**src/rtl/seg_xlate_pkg.sv**
```systemverilog
// Package: shared types for the segment translator.
// Assumes: fault codes are visible on the rsp_kind port and may not change.
package seg_xlate_pkg;

    typedef enum logic [1:0] {
        FLT_NONE   = 2'b00,
        FLT_ABSENT = 2'b01,
        FLT_RANGE  = 2'b10
    } flt_e;

endpackage

```
**src/rtl/seg_table.sv**
```systemverilog
// Module: seg_table
// Holds one descriptor (base, size, present) per selector and reads it
// out combinationally. Writes are registered, so a read in the cycle of a
// write returns the old contents.
// Assumes: the caller has already applied the supervisor qualifier to we.
module seg_table #(
    parameter int SEL_W = 4,
    parameter int OFS_W = 32
) (
    input  logic             clk,
    input  logic             rst_n,
    input  logic             we,
    input  logic [SEL_W-1:0] wsel,
    input  logic [OFS_W-1:0] wbase,
    input  logic [OFS_W:0]   wsize,
    input  logic             wpresent,
    input  logic [SEL_W-1:0] rsel,
    output logic [OFS_W-1:0] rbase,
    output logic [OFS_W:0]   rsize,
    output logic             rpresent
);
    localparam int N_ENT = 1 << SEL_W;

    logic [OFS_W-1:0] base_q    [N_ENT];
    logic [OFS_W:0]   size_q    [N_ENT];
    logic             present_q [N_ENT];

    for (genvar i = 0; i < N_ENT; i++) begin : g_ent
        // Clear the descriptor on reset, else load it when it is addressed.
        always_ff @(posedge clk) begin
            if (!rst_n) begin
                base_q[i]    <= '0;
                size_q[i]    <= '0;
                present_q[i] <= 1'b0;
            end else if (we && (wsel == SEL_W'(i))) begin
                base_q[i]    <= wbase;
                size_q[i]    <= wsize;
                present_q[i] <= wpresent;
            end
        end
    end

    // Select the descriptor for the request.
    always_comb begin
        rbase    = base_q[rsel];
        rsize    = size_q[rsel];
        rpresent = present_q[rsel];
    end
endmodule

```
**src/rtl/seg_check.sv**
```systemverilog
// Module: seg_check
// Decides whether an offset is legal for one descriptor and forms the
// linear address. The present check has priority over the range check.
// Assumes: size is one bit wider than the offset, so 2^32 can be stored.
module seg_check #(
    parameter int OFS_W = 32
) (
    input  logic                 present,
    input  logic [OFS_W-1:0]     base,
    input  logic [OFS_W:0]       size,
    input  logic [OFS_W-1:0]     offset,
    output seg_xlate_pkg::flt_e  kind,
    output logic [OFS_W-1:0]     lin
);
    import seg_xlate_pkg::*;

    // Classify the request and add the base, wrapping at the offset width.
    always_comb begin
        lin = base + offset;
        if (!present) begin
            kind = FLT_ABSENT;
        end else if ({1'b0, offset} >= size) begin
            kind = FLT_RANGE;
        end else begin
            kind = FLT_NONE;
        end
    end
endmodule

```
**src/rtl/seg_out_reg.sv**
```systemverilog
// Module: seg_out_reg
// Registers the translation result. It zeroes the address on a fault and
// zeroes every field in a cycle without a request.
// Assumes: kind and lin are valid whenever in_valid is set.
module seg_out_reg #(
    parameter int OFS_W = 32
) (
    input  logic                clk,
    input  logic                rst_n,
    input  logic                in_valid,
    input  seg_xlate_pkg::flt_e kind,
    input  logic [OFS_W-1:0]    lin,
    output logic                rsp_valid,
    output logic [OFS_W-1:0]    rsp_addr,
    output logic                rsp_fault,
    output logic [1:0]          rsp_kind
);
    import seg_xlate_pkg::*;

    // Capture one result per request; stay quiet otherwise.
    always_ff @(posedge clk) begin
        if (!rst_n || !in_valid) begin
            rsp_valid <= 1'b0;
            rsp_addr  <= '0;
            rsp_fault <= 1'b0;
            rsp_kind  <= 2'b00;
        end else begin
            rsp_valid <= 1'b1;
            rsp_fault <= (kind != FLT_NONE);
            rsp_kind  <= kind;
            rsp_addr  <= (kind == FLT_NONE) ? lin : '0;
        end
    end
endmodule

```
**src/rtl/seg_xlate.sv**
```systemverilog
// Module: seg_xlate (top)
// Translates selector plus offset into a linear address through a
// descriptor table, one registered result per request.
// Assumes: a single supervisor qualifier guards every table write.
module seg_xlate #(
    parameter int SEL_W = 4,
    parameter int OFS_W = 32
) (
    input  logic             clk,
    input  logic             rst_n,
    input  logic             wr_en,
    input  logic             wr_super,
    input  logic [SEL_W-1:0] wr_sel,
    input  logic [OFS_W-1:0] wr_base,
    input  logic [OFS_W:0]   wr_size,
    input  logic             wr_present,
    input  logic             req_valid,
    input  logic [SEL_W-1:0] req_sel,
    input  logic [OFS_W-1:0] req_offset,
    output logic             rsp_valid,
    output logic [OFS_W-1:0] rsp_addr,
    output logic             rsp_fault,
    output logic [1:0]       rsp_kind
);
    import seg_xlate_pkg::*;

    logic             tbl_we;
    logic [OFS_W-1:0] d_base;
    logic [OFS_W:0]   d_size;
    logic             d_present;
    flt_e             chk_kind;
    logic [OFS_W-1:0] chk_lin;

    // Only supervisor writes reach the table.
    assign tbl_we = wr_en & wr_super;

    seg_table #(.SEL_W(SEL_W), .OFS_W(OFS_W)) u_table (
        .clk      (clk),
        .rst_n    (rst_n),
        .we       (tbl_we),
        .wsel     (wr_sel),
        .wbase    (wr_base),
        .wsize    (wr_size),
        .wpresent (wr_present),
        .rsel     (req_sel),
        .rbase    (d_base),
        .rsize    (d_size),
        .rpresent (d_present)
    );

    seg_check #(.OFS_W(OFS_W)) u_check (
        .present (d_present),
        .base    (d_base),
        .size    (d_size),
        .offset  (req_offset),
        .kind    (chk_kind),
        .lin     (chk_lin)
    );

    seg_out_reg #(.OFS_W(OFS_W)) u_out (
        .clk       (clk),
        .rst_n     (rst_n),
        .in_valid  (req_valid),
        .kind      (chk_kind),
        .lin       (chk_lin),
        .rsp_valid (rsp_valid),
        .rsp_addr  (rsp_addr),
        .rsp_fault (rsp_fault),
        .rsp_kind  (rsp_kind)
    );
endmodule

```
**config.mk**
```make
export PLATFORM = sky130hd
export DESIGN_NAME = seg_xlate
export DESIGN_NICKNAME = d
export VERILOG_FILES = /design/src/rtl/seg_xlate_pkg.sv /design/src/rtl/seg_table.sv /design/src/rtl/seg_check.sv /design/src/rtl/seg_out_reg.sv /design/src/rtl/seg_xlate.sv
export SDC_FILE = /design/constraint.sdc
export NUM_CORES = 1
export LEC_CHECK = 0
export CAP_MARGIN = 20
export CORE_ASPECT_RATIO = 0.7
export CORE_MARGIN = 3
export CORE_UTILIZATION = 39
export CTS_BUF_LIST = sky130_fd_sc_hd__clkbuf_4 sky130_fd_sc_hd__clkbuf_8
export CTS_CLUSTER_DIAMETER = 50
export DETAILED_ROUTE_END_ITERATION = 6
export PLACE_DENSITY_LB_ADDON = 0.08
export SYNTH_ARGS = -nofsm -noshare
export SYNTH_HDL_FRONTEND = slang
export SYNTH_SLANG_ARGS = --single-unit
```
**constraint.sdc**
```tcl
create_clock -name clk -period 15.9 [get_ports clk]
set_input_delay 4.77 -clock clk [delete_from_list [all_inputs] [get_ports clk]]
set_output_delay 4.77 -clock clk [all_outputs]
set_load 0.02 [all_outputs]
```
==> results of run 1 <==
[where the power goes]
group / total (mW) / internal (mW) / switching [mW]
registers: 3.36 / 3.31 / 0.0430
clock network: 2.48 / 1.34 / 1.15
logic: 0.714 / 0.287 / 0.427
[worst min-delay path, delay by kind of cell (launching register included)]
kind                   cells  cell delay (ns)
buffers and inverters      1             0.05
AOI/OAI and AO/OA          1             0.06
DFF                        1             0.32
[per-layer routing]
metal  GRT usage (%)  routed length (µm)
met1            33.4               69700
met3            3.60                9690
met2            40.7               79400
met4            7.87                4280
met5               0                  13
[sequential cells by signal (all words and copies together) (netlist names)]
name,cells
u_out.rsp_fault,1
u_table.size_q,528
u_table.present_q,16
u_out.rsp_addr,32
u_table.base_q,512
u_out.rsp_valid,1
u_out.rsp_kind,2
[area by class of cell]
cell class              count  area [µm²]  share of cell area, %
flip-flops and latches   1092       32400                   56.4
multi-input cells        1791       17100                   29.8
clock buffers             257        3130                   5.44
well taps                1720        2150                   3.74
repair buffers            224        2080                   3.62
clock inverters            63         402                  0.698
inverters                  49         184                  0.320
diodes                     11        27.5                 0.0479
[metrics by stage]
| step | hold slack, ns | power [mW] | util [%] | area (µm²) |
|---|---|---|---|---|
| floorplan | 0.442 | 3.85 | - | 50500 |
| global placement | 0.461 | 4.12 | 42.3 | 53900 |
| detailed placement | 0.465 | 4.13 | 42.3 | 53900 |
| CTS | 0.469 | 6.61 | 45.1 | 57500 |
| global route | 0.529 | 6.79 | 45.1 | 57500 |
| finish | 0.479 | 6.55 | 45.2 | 57500 |
[worst paths after layout]
check,start,to,slack [ns],cells after the start
setup / recovery,req_sel[1],u_out.rsp_addr[29]$_SDFF_PP0_,6.09,13
setup reg to reg,u_table.size_q[7][26]$_SDFFCE_PN0P_,u_out.rsp_addr[30]$_SDFF_PP0_,11.53,11
hold / removal,u_table.present_q[8]$_DFF_P_,u_table.present_q[8]$_DFF_P_,0.48,2
hold reg to reg,u_table.present_q[8]$_DFF_P_,u_table.present_q[8]$_DFF_P_,0.48,2
[layout by cell type (no fill, tap or decap), types with 37 or more instances in the layout]
master / netlist / layout
and2_1: 1061 / 1061
edfxtp_1: 1055 / 1055
mux4_2: 329 / 329
clkbuf_8: 0 / 192
clkdlybuf4s50_1: 0 / 141
buf_4: 0 / 77
clkbuf_4: 0 / 65
ha_1: 63 / 63
inv_1: 48 / 48
nor2_1: 64 / 48
clkinv_1: 0 / 39
dfxtp_1: 37 / 37
[kinds of logic (layout without fill, tap and decap cells)]
group | Yosys count | in the layout | share of synthesized area (%)
other | 0 | 11 | 0
AOI/OAI and AO/OA | 152 | 152 | 1.95
muxes | 332 | 332 | 14.7
DFF | 1092 | 1092 | 64.3
adders and majority gates | 64 | 64 | 1.60
xor gates and xnor gates | 20 | 20 | 0.347
buffers and inverters | 313 | 593 | 2.44
and+or+nand+nor | 1223 | 1223 | 14.7
==> flow_summary.json, run 1 <==
{
  "mappedNetlistArea_um2": 50500,
  "wl_per_cell_um": 31.3,
  "place_inst": 4875,
  "leakagePower_nw": 19.9,
  "synth_common_cells": "1,061 x and2_1, 1,055 x edfxtp_1, 329 x mux4_2, 204 x clkbuf_1, 64 x nor2_1",
  "numClockSinks": 1092,
  "postSynthCellCount": 3196,
  "rows": 109,
  "grt_max_degree": 85,
  "dieArea_um2": 134000,
  "die_y_um": 307,
  "die_width_um": 436,
  "grt_usage_pct": 24.5,
  "p_per_area_nw_per_um2": 114,
  "cp_slowest_cell": "buf_4",
  "min_period_ns": 9.81,
  "drive_gt1_share_pct": 21.1,
  "max_slew_margin_pct": 28.2,
  "tightestPinTransition_ns": 1.08,
  "final_cells": 5207,
  "post_cts_buffers": 0,
  "cp-end-kind": "flip-flop",
  "crit_chain": "buf_8 > buf_4 > buf_4 > mux4_2 > mux4_2 > ha_1 > nand3_2 > nor4_1 > nand4_1 > a31oi_4 > a21boi_2 > or4b_1 > a31oi_1",
  "h-tree-depth": 4,
  "cap_violations": 0,
  "yosysTopAreaCellShare_pct": 62.8,
  "irDropWorstVdd_v": 0.0000718,
  "first_pass_iters": 5,
  "fin_setup_tns_ns": 0,
  "cts_tree": "yes",
  "clock_path_buffers": 3,
  "synth-seq-area-share_pct": 64.3,
  "critPathLaunchType": "primary input",
  "setup_ws_ns": 6.09,
  "fmax_mhz": 102,
  "yosysMostFrequentCell": "and2_1",
  "rsz0062_at_grt": "false",
  "gp_congestion": 0.835,
  "place_ws_ns": 5.33,
  "overflow": 0,
  "io_buffers": 146,
  "cp_max_fo": 84,
  "crit_family": "buffers and inverters",
  "ys_top_cells_by_area": "edfxtp_1 63%, mux4_2 15%, and2_1 13%, ha_1 1.6%, clkbuf_1 1.5%",
  "antenna_left": 0,
  "ios": 147,
  "grt_pass1_vias": 30500,
  "dpl.hpwl_um": 88600,
  "path_buf_inv": 3,
  "grt_pass1_wl_um": 231000,
  "drtIter0Drc": 3367,
  "synth_nets": 3371,
  "numCtsBuffers": 176,
  "ys_types": 61,
  "root_buffer": "clkbuf_8",
  "max_stage_delay_ns": 0.83,
  "drv_slew": 0,
  "antenna_found_initial": 19,
  "path_clk_slew_ns": 0.06,
  "syn_area_per_cell_um2": 15.8,
  "drc": 0,
  "viasPerCell": 5.58,
  "coreArea_um2": 127000,
  "period_share_pct": 61.7,
  "fillers": 11200,
  "status": "completed",
  "start_util_pct": 39.6,
  "critPathKind": "primary input to flip-flop",
  "synth-seq-cells": 1092,
  "synth_top_cell_by_area": "edfxtp_1",
  "async_flop_share_pct": 0,
  "synth_edf_count": 1055,
  "ctsHoldBuffers": 0,
  "syn_to_final_growth_pct": 14.0,
  "arrival_ns": 10.58,
  "setup-violations-final": 0,
  "hold_class": "flip-flop to flip-flop",
  "synth_top_flop_cell": "edfxtp_1",
  "via_count": 29100,
  "hold_violations": 0,
  "crit_required_ns": 16.67,
  "nNetsFinal": 3509,
  "insertion_delay_ns": 0.87,
  "post_cts_resized": 0,
  "routed_wl_um": 163000,
  "synth_warnings": 0,
  "skew_ns": 0.0340
}
Power figures use the tool's default switching activity.
==> inputs of run 2 (changes only) <==
==> constraint.sdc (replaced) <==
create_clock -name clk -period 8.3 [get_ports clk]
set_input_delay 2.49 -clock clk [delete_from_list [all_inputs] [get_ports clk]]
set_output_delay 2.49 -clock clk [all_outputs]
set_load 0.02 [all_outputs]
==> run 2 against run 1 <==
  * Design area increased by 0.14%
  * Sequential cell count unchanged
  * Sequential power increased by 91%
  * Via count increased by 0.15%
  * Clock skew decreased by 0.0029 ns
  * Largest power group unchanged
==> flow_summary.json, run 2 (synthesized netlist as in run 1, its figures left out) <==
{
  "status": "completed",
  "hold_class": "flip-flop to flip-flop",
  "root_buffer": "clkbuf_8",
  "grt_pass1_vias": 30400,
  "rows": 109,
  "viasPerCell": 5.59,
  "grt_use_met1_pct": 34.3,
  "regMostFlops": "u_table.size_q",
  "placed_cell_area_um2": 54300,
  "drtIter0Drc": 3343,
  "die_y_um": 307,
  "period_share_pct": 77.6,
  "h-tree-depth": 4,
  "drc": 0,
  "fmax_mhz": 155,
  "routed_wl_um": 166000,
  "fillers": 11100,
  "grt_use_met3_pct": 3.71,
  "first_pass_iters": 6,
  "max_stage_delay_ns": 0.85,
  "hold_violations": 0,
  "io_buffers": 146,
  "setup-violations-final": 0,
  "tightestPinTransition_ns": 1.14,
  "dpl.hpwl_um": 89200,
  "post_cts_buffers": 0,
  "via_count": 29100,
  "drv_slew": 0,
  "r2r_slack_ns": 4.11,
  "post_cts_resized": 0,
  "reg_top3": "u_table.size_q: 528 flops, u_table.base_q: 512 flops, u_out.rsp_addr: 32 flops",
  "insertion_delay_ns": 0.87,
  "ctsHoldBuffers": 0,
  "syn_to_final_growth_pct": 14.1,
  "critPathKind": "primary input to flip-flop",
  "final_cell_mix": "1,061 x and2_1, 1,055 x edfxtp_1, 329 x mux4_2, 181 x clkbuf_8, 141 x clkdlybuf4s50_1",
  "wl_per_cell_um": 31.9,
  "grt_max_degree": 61,
  "die_width_um": 436,
  "cp-end-kind": "flip-flop",
  "overflow": 0,
  "cp_max_fo": 50,
  "clock_path_buffers": 3,
  "arrival_ns": 7.25,
  "grt_busiest_layer": "met2",
  "max_slew_margin_pct": 23.8,
  "final_area_um2": 57600,
  "rsz0062_at_grt": "false",
  "drive_gt1_share_pct": 20.8,
  "final_common_cell": "and2_1",
  "numCtsBuffers": 173,
  "irDropWorstVdd_v": 0.000122,
  "cap_violations": 0,
  "cts_tree": "yes",
  "start_util_pct": 39.6,
  "fin_setup_tns_ns": 0,
  "min_period_ns": 6.44,
  "antenna_left": 0,
  "antenna_found_initial": 23,
  "skew_ns": 0.0310,
  "path_clk_slew_ns": 0.06,
  "finalPower_mw": 12.3,
  "gp_congestion": 0.838,
  "nNetsFinal": 3512,
  "numClockSinks": 1092,
  "leakagePower_nw": 19.9,
  "ios": 147,
  "critPathLaunchType": "primary input",
  "largest_register_ff_count": 528,
  "grt_pass1_wl_um": 234000,
  "dieArea_um2": 134000,
  "cp_slowest_cell": "a211oi_1",
  "crit_required_ns": 9.11,
  "use_met2_pct": 41.1,
  "coreArea_um2": 127000,
  "grt_usage_pct": 24.9,
  "crit_chain": "buf_8 > buf_12 > buf_4 > mux4_2 > mux4_2 > inv_1 > ha_1 > a21oi_1 > a21boi_0 > o21ai_0 > nand2_1 > a211oi_1 > o21ai_4 > buf_4 > o21ba_1",
  "p_per_area_nw_per_um2": 214
}
## run 2: cell count changes in the layout (fill, tap and decap cells not counted)
| cell | previous run | this run |
|---|---|---|
| inv_6 | 0 | 2 |
| clkinv_1 | 39 | 41 |
| clkbuf_8 | 192 | 181 |
| clkbuf_4 | 65 | 61 |
| buf_8 | 2 | 4 |
| buf_12 | 1 | 23 |
| diode_2 | 11 | 15 |
| buf_16 | 1 | 0 |
| bufinv_16 | 5 | 2 |
| buf_4 | 77 | 60 |
## run 2: power by group
part | switching [mW] | internal [mW] | total, mW
clock network | 2.19 | 2.34 | 4.53
logic | 0.826 | 0.562 | 1.39
registers | 0.0850 | 6.34 | 6.43
## run 2: layout make-up
class	instances	area, µm²	area share (%)
Clock inverter	64	337	0.584
Inverter	49	184	0.319
Timing Repair Buffer	230	2400	4.16
Tap cell	1720	2150	3.74
Antenna cell	15	37.5	0.0652
Clock buffer	242	2950	5.12
Multi-Input combinational cell	1791	17100	29.7
Sequential cell	1092	32400	56.3
## run 2: path summary, 6_finish.rpt
| path | start | cells after the start | endpoint |
|---|---|---|---|
| min reg2reg | u_table.present_q[8]$_DFF_P_ | 2 | u_table.present_q[8]$_DFF_P_ |
| max | req_sel[1] | 15 | u_out.rsp_addr[30]$_SDFF_PP0_ |
| min | u_table.present_q[8]$_DFF_P_ | 2 | u_table.present_q[8]$_DFF_P_ |
| max reg2reg | u_table.size_q[15][23]$_SDFFCE_PN0P_ | 12 | u_out.rsp_addr[30]$_SDFF_PP0_ |
## run 2: layer usage
metal	share of wire [%]	vias up	routed length, µm
met5	0.0078	-	13
met4	2.3	2	3840
met3	6.5	219	10800
met2	49	1226	80700
met1	42	15500	70500
li1	-	12200	-
## run 2: stage by stage
step	std cells	setup slack, ns	hold WS [ns]	util [%]
after floorplan	3196	0.0348	0.442	-
after global placement	4880	1.05	0.457	42.6
after detailed placement	4881	0.961	0.460	42.6
after CTS	5187	1.97	0.473	45.2
after global routing	5190	1.75	0.495	45.2
final	5203	1.86	0.478	45.2
## run 2: worst max-delay path, delay by kind of cell
| kind | cells | cell delay [ns] |
|---|---|---|
| mux | 2 | 0.85 |
| fa+ha+maj | 1 | 0.24 |
| buf+inv | 5 | 1.52 |
| simple gates | 1 | 0.10 |
| compound gates | 6 | 1.87 |
